==> config.mk <==
export PLATFORM = sky130hd
export DESIGN_NAME = sih_bank
export DESIGN_NICKNAME = d
export VERILOG_FILES = /design/src/rtl/sih_pkg.sv /design/src/rtl/sih_edge_qual.sv /design/src/rtl/sih_line_bank.sv /design/src/rtl/sih_bank.sv
export SDC_FILE = /design/constraint.sdc
export NUM_CORES = 1
export LEC_CHECK = 0
export BUFFER_PORTS_ARGS = -buffer_cell sky130_fd_sc_hd__buf_2
export CAP_MARGIN = 20
export CORE_MARGIN = 8
export CORE_UTILIZATION = 65
export DETAILED_ROUTE_END_ITERATION = 12
export PLACE_DENSITY = 0.95
export SLEW_MARGIN = 20
export SYNTH_ARGS = -nofsm -noshare
export SYNTH_HDL_FRONTEND = slang
export SYNTH_SLANG_ARGS = --single-unit
export TNS_END_PERCENT = 20
==> constraint.sdc <==
create_clock -name clk -period 2.8 [get_ports clk]
set_input_delay 0.14 -clock clk [delete_from_list [all_inputs] [get_ports clk]]
set_output_delay 0.14 -clock clk [all_outputs]
set_load 0.02 [all_outputs]
==> src/rtl/sih_pkg.sv <==
package sih_pkg;

    // number of bytes needed to hold a given count of bits
    function automatic int byte_len(input int bits);
        return (bits + 7) / 8;
    endfunction

    localparam int NUM_LINES = 2;

endpackage

==> src/rtl/sih_edge_qual.sv <==
module sih_edge_qual #(
    parameter int N_SRC = 18
) (
    input  logic               clk,
    input  logic               rst_n,
    input  logic [N_SRC-1:0]   src_i,
    input  logic [2*N_SRC-1:0] edge_cfg_i,
    output logic [N_SRC-1:0]   evt_o
);

    typedef struct packed {
        logic [N_SRC-1:0] s1;
        logic [N_SRC-1:0] s2;
        logic [N_SRC-1:0] prev;
    } qual_t;

    qual_t qual_d, qual_q;
    logic [N_SRC-1:0] rise_en;
    logic [N_SRC-1:0] fall_en;

    always_comb begin
        qual_d      = qual_q;
        qual_d.s1   = src_i;
        qual_d.s2   = qual_q.s1;
        qual_d.prev = qual_q.s2;
    end

    always_ff @(posedge clk or negedge rst_n) begin
        if (!rst_n) qual_q <= '0;
        else        qual_q <= qual_d;
    end

    for (genvar i = 0; i < N_SRC; i++) begin : g_src
        assign rise_en[i] = edge_cfg_i[2*i+1];
        assign fall_en[i] = edge_cfg_i[2*i];
        assign evt_o[i] = (qual_q.s2[i] & ~qual_q.prev[i] & rise_en[i])
                        | (~qual_q.s2[i] & qual_q.prev[i] & fall_en[i]);
    end


    no_cfg_evt_chk: assert property (@(posedge clk) disable iff (!rst_n)
        ((evt_o & ~(rise_en | fall_en)) == '0));

endmodule

==> src/rtl/sih_line_bank.sv <==
module sih_line_bank #(
    parameter int N_SRC = 18
) (
    input  logic             clk,
    input  logic             rst_n,
    input  logic [N_SRC-1:0] evt_i,
    input  logic             buf_en_i,
    input  logic [N_SRC-1:0] clr_i,
    input  logic [N_SRC-1:0] mk_we_i,
    input  logic [N_SRC-1:0] mk_wval_i,
    output logic [N_SRC-1:0] st_o,
    output logic [N_SRC-1:0] mk_o,
    output logic             req_n_o
);

    typedef struct packed {
        logic [N_SRC-1:0] st;
        logic [N_SRC-1:0] pend;
        logic [N_SRC-1:0] mk;
    } bank_t;

    bank_t bank_d, bank_q;
    logic [N_SRC-1:0] pend_use;

    always_comb begin
        bank_d   = bank_q;
        // a held repeat moves into status when its bit is cleared
        pend_use = clr_i & bank_q.st & bank_q.pend;
        // new event wins over a clear of the same bit
        bank_d.st = (bank_q.st & ~clr_i) | evt_i | pend_use;
        if (buf_en_i)
            bank_d.pend = (bank_q.pend & ~pend_use)
                        | (evt_i & bank_q.st & (~clr_i | bank_q.pend));
        else
            bank_d.pend = '0;
        bank_d.mk = (bank_q.mk & ~mk_we_i) | (mk_wval_i & mk_we_i);
    end

    always_ff @(posedge clk or negedge rst_n) begin
        if (!rst_n) begin
            bank_q.st   <= '0;
            bank_q.pend <= '0;
            bank_q.mk   <= '1;
        end else begin
            bank_q <= bank_d;
        end
    end

    assign st_o    = bank_q.st;
    assign mk_o    = bank_q.mk;
    assign req_n_o = ~|(bank_q.st & ~bank_q.mk);


    evt_wins_chk: assert property (@(posedge clk) disable iff (!rst_n)
        (|evt_i) |=> ((bank_q.st & $past(evt_i)) == $past(evt_i)));


    clr_done_chk: assert property (@(posedge clk) disable iff (!rst_n)
        (|(clr_i & ~evt_i & ~bank_q.pend)) |=>
        ((bank_q.st & $past(clr_i & ~evt_i & ~bank_q.pend)) == '0));


    nobuf_chk: assert property (@(posedge clk) disable iff (!rst_n)
        (!buf_en_i) |=> (bank_q.pend == '0));

endmodule

==> src/rtl/sih_bank.sv <==
module sih_bank #(
    parameter int N_SRC  = 18,
    parameter int ADDR_W = 5
) (
    input  logic              clk,
    input  logic              rst_n,
    input  logic [N_SRC-1:0]  src_i,
    input  logic              bus_wr_i,
    input  logic              bus_rd_i,
    input  logic [ADDR_W-1:0] bus_addr_i,
    input  logic [7:0]        bus_wdata_i,
    output logic [7:0]        bus_rdata_o,
    output logic [1:0]        irq_n_o
);

    localparam int NL    = sih_pkg::NUM_LINES;
    localparam int STB   = sih_pkg::byte_len(N_SRC);
    localparam int EB    = sih_pkg::byte_len(2 * N_SRC);
    localparam int A_EDG = 2 * NL * STB;
    localparam int A_CTL = A_EDG + EB;

    typedef struct packed {
        logic [2*N_SRC-1:0] edg;
        logic               buf_en;
        logic               cor;
    } cfg_t;

    cfg_t cfg_d, cfg_q;

    logic [N_SRC-1:0] evt;
    logic [N_SRC-1:0] mk_val;
    logic [N_SRC-1:0] clr_a  [NL];
    logic [N_SRC-1:0] mkwe_a [NL];
    logic [N_SRC-1:0] st_a   [NL];
    logic [N_SRC-1:0] mk_a   [NL];

    // configuration registers
    always_comb begin
        cfg_d = cfg_q;
        for (int j = 0; j < 2 * N_SRC; j++) begin
            if (bus_wr_i && bus_addr_i == ADDR_W'(A_EDG + j / 8))
                cfg_d.edg[j] = bus_wdata_i[j % 8];
        end
        if (bus_wr_i && bus_addr_i == ADDR_W'(A_CTL)) begin
            cfg_d.cor    = bus_wdata_i[0];
            cfg_d.buf_en = bus_wdata_i[1];
        end
    end

    always_ff @(posedge clk or negedge rst_n) begin
        if (!rst_n) cfg_q <= '0;
        else        cfg_q <= cfg_d;
    end

    // per-line clear and mask-write decode
    always_comb begin
        for (int l = 0; l < NL; l++) begin
            for (int i = 0; i < N_SRC; i++) begin
                if (cfg_q.cor)
                    clr_a[l][i] = bus_rd_i &&
                        bus_addr_i == ADDR_W'(2 * l * STB + i / 8);
                else
                    clr_a[l][i] = bus_wr_i && bus_wdata_i[i % 8] &&
                        bus_addr_i == ADDR_W'(2 * l * STB + i / 8);
                mkwe_a[l][i] = bus_wr_i &&
                    bus_addr_i == ADDR_W'((2 * l + 1) * STB + i / 8);
            end
        end
        for (int i = 0; i < N_SRC; i++) mk_val[i] = bus_wdata_i[i % 8];
    end

    sih_edge_qual #(.N_SRC(N_SRC)) i_qual (
        .clk        (clk),
        .rst_n      (rst_n),
        .src_i      (src_i),
        .edge_cfg_i (cfg_q.edg),
        .evt_o      (evt)
    );

    for (genvar l = 0; l < NL; l++) begin : g_line
        sih_line_bank #(.N_SRC(N_SRC)) i_line (
            .clk       (clk),
            .rst_n     (rst_n),
            .evt_i     (evt),
            .buf_en_i  (cfg_q.buf_en),
            .clr_i     (clr_a[l]),
            .mk_we_i   (mkwe_a[l]),
            .mk_wval_i (mk_val),
            .st_o      (st_a[l]),
            .mk_o      (mk_a[l]),
            .req_n_o   (irq_n_o[l])
        );


        masked_quiet_chk: assert property (@(posedge clk) disable iff (!rst_n)
            (&mk_a[l]) |-> irq_n_o[l]);
    end

    // read mux: absent bit positions fall through as zero
    always_comb begin
        bus_rdata_o = '0;
        for (int l = 0; l < NL; l++) begin
            for (int i = 0; i < N_SRC; i++) begin
                if (bus_addr_i == ADDR_W'(2 * l * STB + i / 8))
                    bus_rdata_o[i % 8] = st_a[l][i];
                if (bus_addr_i == ADDR_W'((2 * l + 1) * STB + i / 8))
                    bus_rdata_o[i % 8] = mk_a[l][i];
            end
        end
        for (int j = 0; j < 2 * N_SRC; j++) begin
            if (bus_addr_i == ADDR_W'(A_EDG + j / 8))
                bus_rdata_o[j % 8] = cfg_q.edg[j];
        end
        if (bus_addr_i == ADDR_W'(A_CTL)) begin
            bus_rdata_o[0] = cfg_q.cor;
            bus_rdata_o[1] = cfg_q.buf_en;
        end
    end

endmodule

==> run metrics, run 1 <==
outcome=complete, no violations; Tmin final=2.753 ns; FP Rows=44; CP Launch Type=input pin; Worst VDD drop=0.5916 mV; Area Growth Syn to Fin=11.91%; mux contribution to synthesized area=0.08548; Post-synth EDFFs=0; worst-path fanout max=28; Setup Viol. Count Final=0; Pins Over Slew Limit=0; arrival time worst endpoint=2.61 ns; clock skew=0.01074 ns; Avg Vias per Cell=6.814; Fill cells=971; initial core utilization=0.6632; post-synth cell types=68; RSZ-0062 raised after global routing=no; DR vias=8075; CTS clk-pin slew, worst paths=0.07 ns; Buffers on Ports=44; synth top area cells=dfrtp_1 (43%), dfstp_2 (9.9%), mux2_2 (8.4%), nand2_1 (4.7%), o21ai_0 (3.1%); xor-xnor portion of the synthesized cell area=0; synthesized cell area=0.009602 mm^2; first-pass GRT wire length=45800 um; crit-path max cell delay=0.74 ns; Crit path required time=2.66 ns; initial antenna violation count=0; TritonCTS clock tree=built; Nets=1023; max_cap viols=0; DRC errors left=0; CTS root buffer=clkbuf_16; most instantiated cells after synthesis=dfrtp_1 (164), nand2_1 (119), mux2_2 (72); I/O pin count=45; Synth top area share=0.4274; CTS sink cnt=200; pwr dens=698.0 mW/mm^2; nature of the critical path endpoint=output port; Mapped Nets=976; adder-cell share of the synthesized area=0; simple-gate share of the synthesized area=0.1534; predominant post-synthesis flop cell=dfrtp_1; Hold Path Class=in -> reg; global placer's final weighted congestion=0.9763; clock tree buffer depth=2; Relative slew margins=0.3200; DP Wirelength=20000 um; Core ar.=0.01448 mm^2; first drt pass iteration count=6; initial drt markers=1062; fin crit share=0.9834; internal power=5.054 mW; Clk network pwr share=0.338; detailed-route wire length=29390 um; antenna cells=0; Post-CTS Setup Inserts=0; register area share after synthesis=0.5259; Fin Setup TNS=0 ns; Switching Share=0.3261; layout cell share with drive strength beyond 1=0.2138; Peak Freq=0.3632 GHz; CTS H-tree lvls=4; post-synthesis compound-gate area fraction=0.1891; vias in the first global route=7999; #FFs+latches synth=200; measured slew at the worst slew-check pin=1.020 ns; utilization after layout=0.7421; area leader, netlist=dfrtp_1; Routed Antenna Nets=0; Setup CP Type=in -> out; most frequent cell after synthesis=dfrtp_1; Critical Path Most Common Cell=buf_2; Logic pwr share=0.164; Die X-Extent=137.5 um; CP cell instances=buf_2 -> nand2b_1 -> nor2_2 -> a222oi_1 -> a2111oi_0 -> o21ai_1 -> buf_2; gr usage total=0.3259; endpoints failing hold=0; die height=137.5 um; largest family of logic cells by synthesized area=compound AO/OA/AOI/OAI gates; P_sw=2.446 mW; Max stage delay cell, worst path=a2111oi_0; GR Overflow Total=0; synthesized area per cell=10.20 um^2; largest net degree at the start of global routing=100; Synth async-reset ratio=1.000; Avg WL per Cell=24.80 um; die area=0.01892 mm^2; Mapped Cells=941; Inserted Clock Buffers=17; Pleak=4.609 nW; later-pin clock latency in the skew report=0.46 ns; Seq pwr share=0.498; synth warn=0
## path summary, 6_finish.rpt
path | startpoint | cells after the start | to | slack [ns]
max reg2reg | cfg_q[0]$_DFFE_PN0P_ | 5 | g_line[1].i_line.bank_q[34]$_DFF_PN0_ | 0.54
min reg2reg | i_qual.qual_d[22]$_DFF_PN0_ | 0 | i_qual.qual_d[4]$_DFF_PN0_ | 0.35
max | bus_addr_i[2] | 7 | bus_rdata_o[7] | 0.05
max in group asynchronous | rst_n | 3 | asynchronous set/reset pin | 1.62
min in group asynchronous | rst_n | 2 | cfg_q[5]$_DFFE_PN0P_ | 0.31
min | bus_wdata_i[4] | 3 | register | 0.05
## area by class of cell
cell class / instances / area (um^2) / share of cell area
Sequential cell: 200 / 5050 / 0.4700
Multi-Input combinational cell: 641 / 4109 / 0.3824
Timing Repair Buffer: 77 / 549.3 / 0.05112
Clock buffer: 17 / 425.4 / 0.03959
Tap cell: 184 / 230.2 / 0.02143
Inverter: 51 / 191.4 / 0.01782
Clock inverter: 15 / 190.2 / 0.01770
## critical path, delay by kind of cell
kind	cells	cell delay, ns
and+or+nand+nor	2	0.71
buffers and inverters	2	0.62
AOI/OAI and AO/OA	3	1.13
## per-layer routing
layer / vias up / routed length (um) / track usage
met5: - / 0 / 0
met1: 3991 / 11420 / 0.4114
met3: 124 / 2878 / 0.08680
met2: 508 / 13660 / 0.5055
met4: 0 / 1437 / 0.1732
li1: 3452 / - / -
## timing repair
action | 4_1_cts | 5_1_grt
endpoints found under the hold margin | 108 | 0
resized for setup | 0 | 0
hold buffers | 19 | 0
## per-stage QoR
stage | worst slack, ns | instance area (um^2) | instances | power, mW | hold WS (ns)
3_3_place_gp | 0.3003 | 9940 | 1134 | 4.837 | 0.2476
2_1_floorplan | 0.9577 | 9602 | 941 | 4.401 | -0.1556
5_1_grt | 0.02804 | 10750 | 1185 | 7.757 | 0.04589
4_1_cts | 0.1770 | 10750 | 1185 | 7.450 | 0.02681
6_report | 0.04654 | 10750 | 1185 | 7.500 | 0.04889
3_5_place_dp | 0.1586 | 9940 | 1134 | 4.912 | 0.2493
## logic make-up after synthesis
family / after synthesis
simple gates: 294
flops: 200
buf+inv: 100
compound gates: 274
mux: 73
## power by group through the flow
stage / Sequential [mW] / Combinational [mW] / Clock [mW]
after floorplan: 3.58 / 0.821 / 0
after global placement: 3.72 / 1.11 / 0
after detailed placement: 3.74 / 1.17 / 0
after CTS: 3.71 / 1.21 / 2.54
after global routing: 3.76 / 1.33 / 2.67
final: 3.73 / 1.23 / 2.54
## placed cells by master (no fill, tap or decap), types with 5 or more instances in the layout
master	instances
dfrtp_1	164
nand2_1	119
mux2_2	72
o21ai_0	60
inv_1	51
nor2_1	45
o22ai_1	45
buf_2	43
a21oi_1	40
dfstp_2	36
nor3_1	32
a21boi_0	28
o21a_1	27
nand3b_1	21
dlygate4sd3_1	19
clkbuf_16	17
nor2b_1	15
o31ai_1	15
nand3_1	15
buf_4	12
a221oi_1	11
nand2b_1	10
and2_1	6
a22oi_1	5
and3_1	5
Power figures use the tool's default switching activity.
==> run 2, diff against run 1 <==
--- a/config.mk
+++ b/config.mk
@@ -11,7 +11,6 @@
 export CORE_UTILIZATION = 65
 export DETAILED_ROUTE_END_ITERATION = 12
 export PLACE_DENSITY = 0.95
-export SLEW_MARGIN = 20
 export SYNTH_ARGS = -nofsm -noshare
 export SYNTH_HDL_FRONTEND = slang
 export SYNTH_SLANG_ARGS = --single-unit
==> constraint.sdc (replaced) <==
create_clock -name clk -period 2.8 [get_ports clk]
set_input_delay 0.42 -clock clk [delete_from_list [all_inputs] [get_ports clk]]
set_output_delay 0.42 -clock clk [all_outputs]
set_load 0.02 [all_outputs]
==> run metrics, run 2 (synthesis gave the netlist of run 1 again) <==
measured slew at the worst slew-check pin=0.8158 ns (was 1.020 ns); Nets=1047 (was 1023); Tmin final=2.758 ns (was 2.753 ns); RSZ-0062 raised after global routing=no (unchanged); Placed Area=0.01026 mm^2 (was 0.009940 mm^2); fin area=0.01087 mm^2 (was 0.01075 mm^2); worst setup margin=0.04210 ns (was 0.04654 ns); Pleak=4.734 nW (was 4.609 nW); Worst R2R Path Depth=5 (unchanged); largest net degree at the start of global routing=89 (was 100); CTS H-tree lvls=4 (unchanged); Die X-Extent=137.5 um (unchanged); die area=0.01892 mm^2 (unchanged); cts-stage hold buffer count=0 (was 19); DR vias=8307 (was 8075); initial drt markers=1259 (was 1062); worst r2r src=cfg_q[0]$_DFFE_PN0P_ (unchanged); worst-path fanout max=4 (was 28); Final Non-Filler Cells=1209 (was 1185); Storage cell area=0.005051 mm^2 (was 0.005050 mm^2); initial antenna violation count=0 (unchanged); Inserted Clock Buffers=17 (unchanged); Post-Place Worst Slack=0.1116 ns (was 0.1586 ns); Most Crowded Layer GR=met2 (unchanged); CTS sink cnt=200 (unchanged); FP Rows=44 (unchanged); Peak Freq=0.3626 GHz (was 0.3632 GHz); Setup CP Type=reg -> out (was in -> out); clock tree buffer depth=2 (unchanged); Fill cells=916 (was 971); Avg WL per Cell=24.42 um (was 24.80 um); Pwr Total=7.430 mW (was 7.500 mW); setup slack, reg-to-reg=0.71 ns (was 0.54 ns); Worst VDD drop=0.5270 mV (was 0.5916 mV); CTS root buffer=clkbuf_16 (unchanged); max_cap viols=0 (unchanged); Hold Path Class=in -> async (was in -> reg); Routed Antenna Nets=0 (unchanged); clock skew=0.01194 ns (was 0.01074 ns); TritonCTS clock tree=built (unchanged); Crit path required time=2.38 ns (was 2.66 ns); outcome=complete, no violations (unchanged); first drt pass iteration count=6 (unchanged); Avg Vias per Cell=6.871 (was 6.814); DRC errors left=0 (unchanged); Buffers on Ports=44 (unchanged); CP Launch Type=register (was input pin); first-pass GRT wire length=46400 um (was 45800 um); detailed-route wire length=29520 um (was 29390 um); nature of the critical path endpoint=output port (unchanged); Setup Viol. Count Final=0 (unchanged); fin crit share=0.9850 (was 0.9834); Core ar.=0.01448 mm^2 (unchanged); Relative slew margins=0.4561 (was 0.3200); die height=137.5 um (unchanged); arrival time worst endpoint=2.34 ns (was 2.61 ns); DP Wirelength=20860 um (was 20000 um); utilization after layout=0.7510 (was 0.7421); Post-CTS Setup Inserts=0 (unchanged); M3 GR Usage=0.09190 (was 0.08680); endpoints failing hold=0 (unchanged); vias in the first global route=8219 (was 7999); Pins Over Slew Limit=0 (unchanged); commonest non-fill, non-tap cell in the layout=dfrtp_1 (unchanged); dpl cells=1177 (was 1134); initial core utilization=0.6632 (unchanged); R2R Path End=g_line[1].i_line.bank_q[28]$_DFF_PN0_ (was g_line[1].i_line.bank_q[34]$_DFF_PN0_); antenna cells=0 (unchanged); gr usage total=0.3281 (was 0.3259); GRT met1 Usage=0.4178 (was 0.4114); later-pin clock latency in the skew report=0.44 ns (was 0.46 ns); CTS clk-pin slew, worst paths=0.08 ns (was 0.07 ns); area of the multi-input gates=0.004123 mm^2 (was 0.004109 mm^2); layout cell share with drive strength beyond 1=0.2527 (was 0.2138); Fin Setup TNS=0 ns (unchanged); I/O pin count=45 (unchanged); GR Overflow Total=0 (unchanged); Area Growth Syn to Fin=13.25% (was 11.91%); most frequent cells in the layout=dfrtp_1 (163), nand2_1 (119), mux2_2 (72) (was dfrtp_1 (164), nand2_1 (119), mux2_2 (72)); global placer's final weighted congestion=1.019 (was 0.9763); met2 usage=0.4977 (was 0.5055); worst hold margin=0.04517 ns (was 0.04889 ns); pwr dens=683.2 mW/mm^2 (was 698.0 mW/mm^2)
==> run 2: cell types whose count changed in the layout (fill, tap and decap cells not counted), moves of 2 or more <==
| cell | before | now |
|---|---|---|
| buf_4 | 12 | 55 |
| dlygate4sd3_1 | 19 | 0 |
| inv_12 | 3 | 0 |
| inv_8 | 3 | 6 |
| buf_2 | 43 | 41 |
| clkbuf_4 | 0 | 2 |
| clkinv_4 | 2 | 0 |
==> run 2: worst max path at each step <==
stage | start | endpoint | cells past startpoint
4_1_cts | g_line[0].i_line.st_o[16]$_DFF_PN0_ | bus_rdata_o[0] | 6
2_1_floorplan | bus_addr_i[2] | bus_rdata_o[0] | 7
3_5_place_dp | bus_addr_i[2] | bus_rdata_o[0] | 7
6_report | g_line[1].i_line.st_o[8]$_DFF_PN0_ | irq_n_o[1] | 6
5_1_grt | register | bus_rdata_o[7] | 7
3_3_place_gp | bus_addr_i[0] | bus_rdata_o[7] | 8
==> run 2: where the power goes <==
part | leakage, nW | switching, mW | internal [mW]
Clock | 0.284 | 1.21 | 1.23
Combinational | 2.13 | 0.761 | 0.512
Sequential | 2.32 | 0.381 | 3.34
Total | 4.73 | 2.35 | 5.08
==> run 2: area by class of cell <==
| class | instances | area share |
|---|---|---|
| sequential | 200 | 0.4645 |
| multi-input combinational | 641 | 0.3791 |
| timing repair buffer | 101 | 0.06317 |
| clock buffer | 19 | 0.04073 |
| tap | 184 | 0.02117 |
| inverter | 51 | 0.01760 |
| clock inverter | 13 | 0.01369 |
==> run 2: routing by layer <==
metal  routed length [um]  up-vias
li1                     -     3512
met1                11140     4050
met2                13390      592
met3                 3429      153
met4                 1561        0
met5                    0        -
==> run 2: worst max-delay path: stages, from the launching register on <==
cell,delay [ns]
dfrtp_1,0.44
inv_1,0.19
o22ai_1,0.12
a221oi_1,0.36
nand3_1,0.17
nor4_2,0.37
buf_2,0.24
==> run 2: repair_timing <==
action | CTS | global route
endpoints found under the setup margin | 1 | 3
gates resized for setup | 1 | 6
gates cloned | 0 | 0
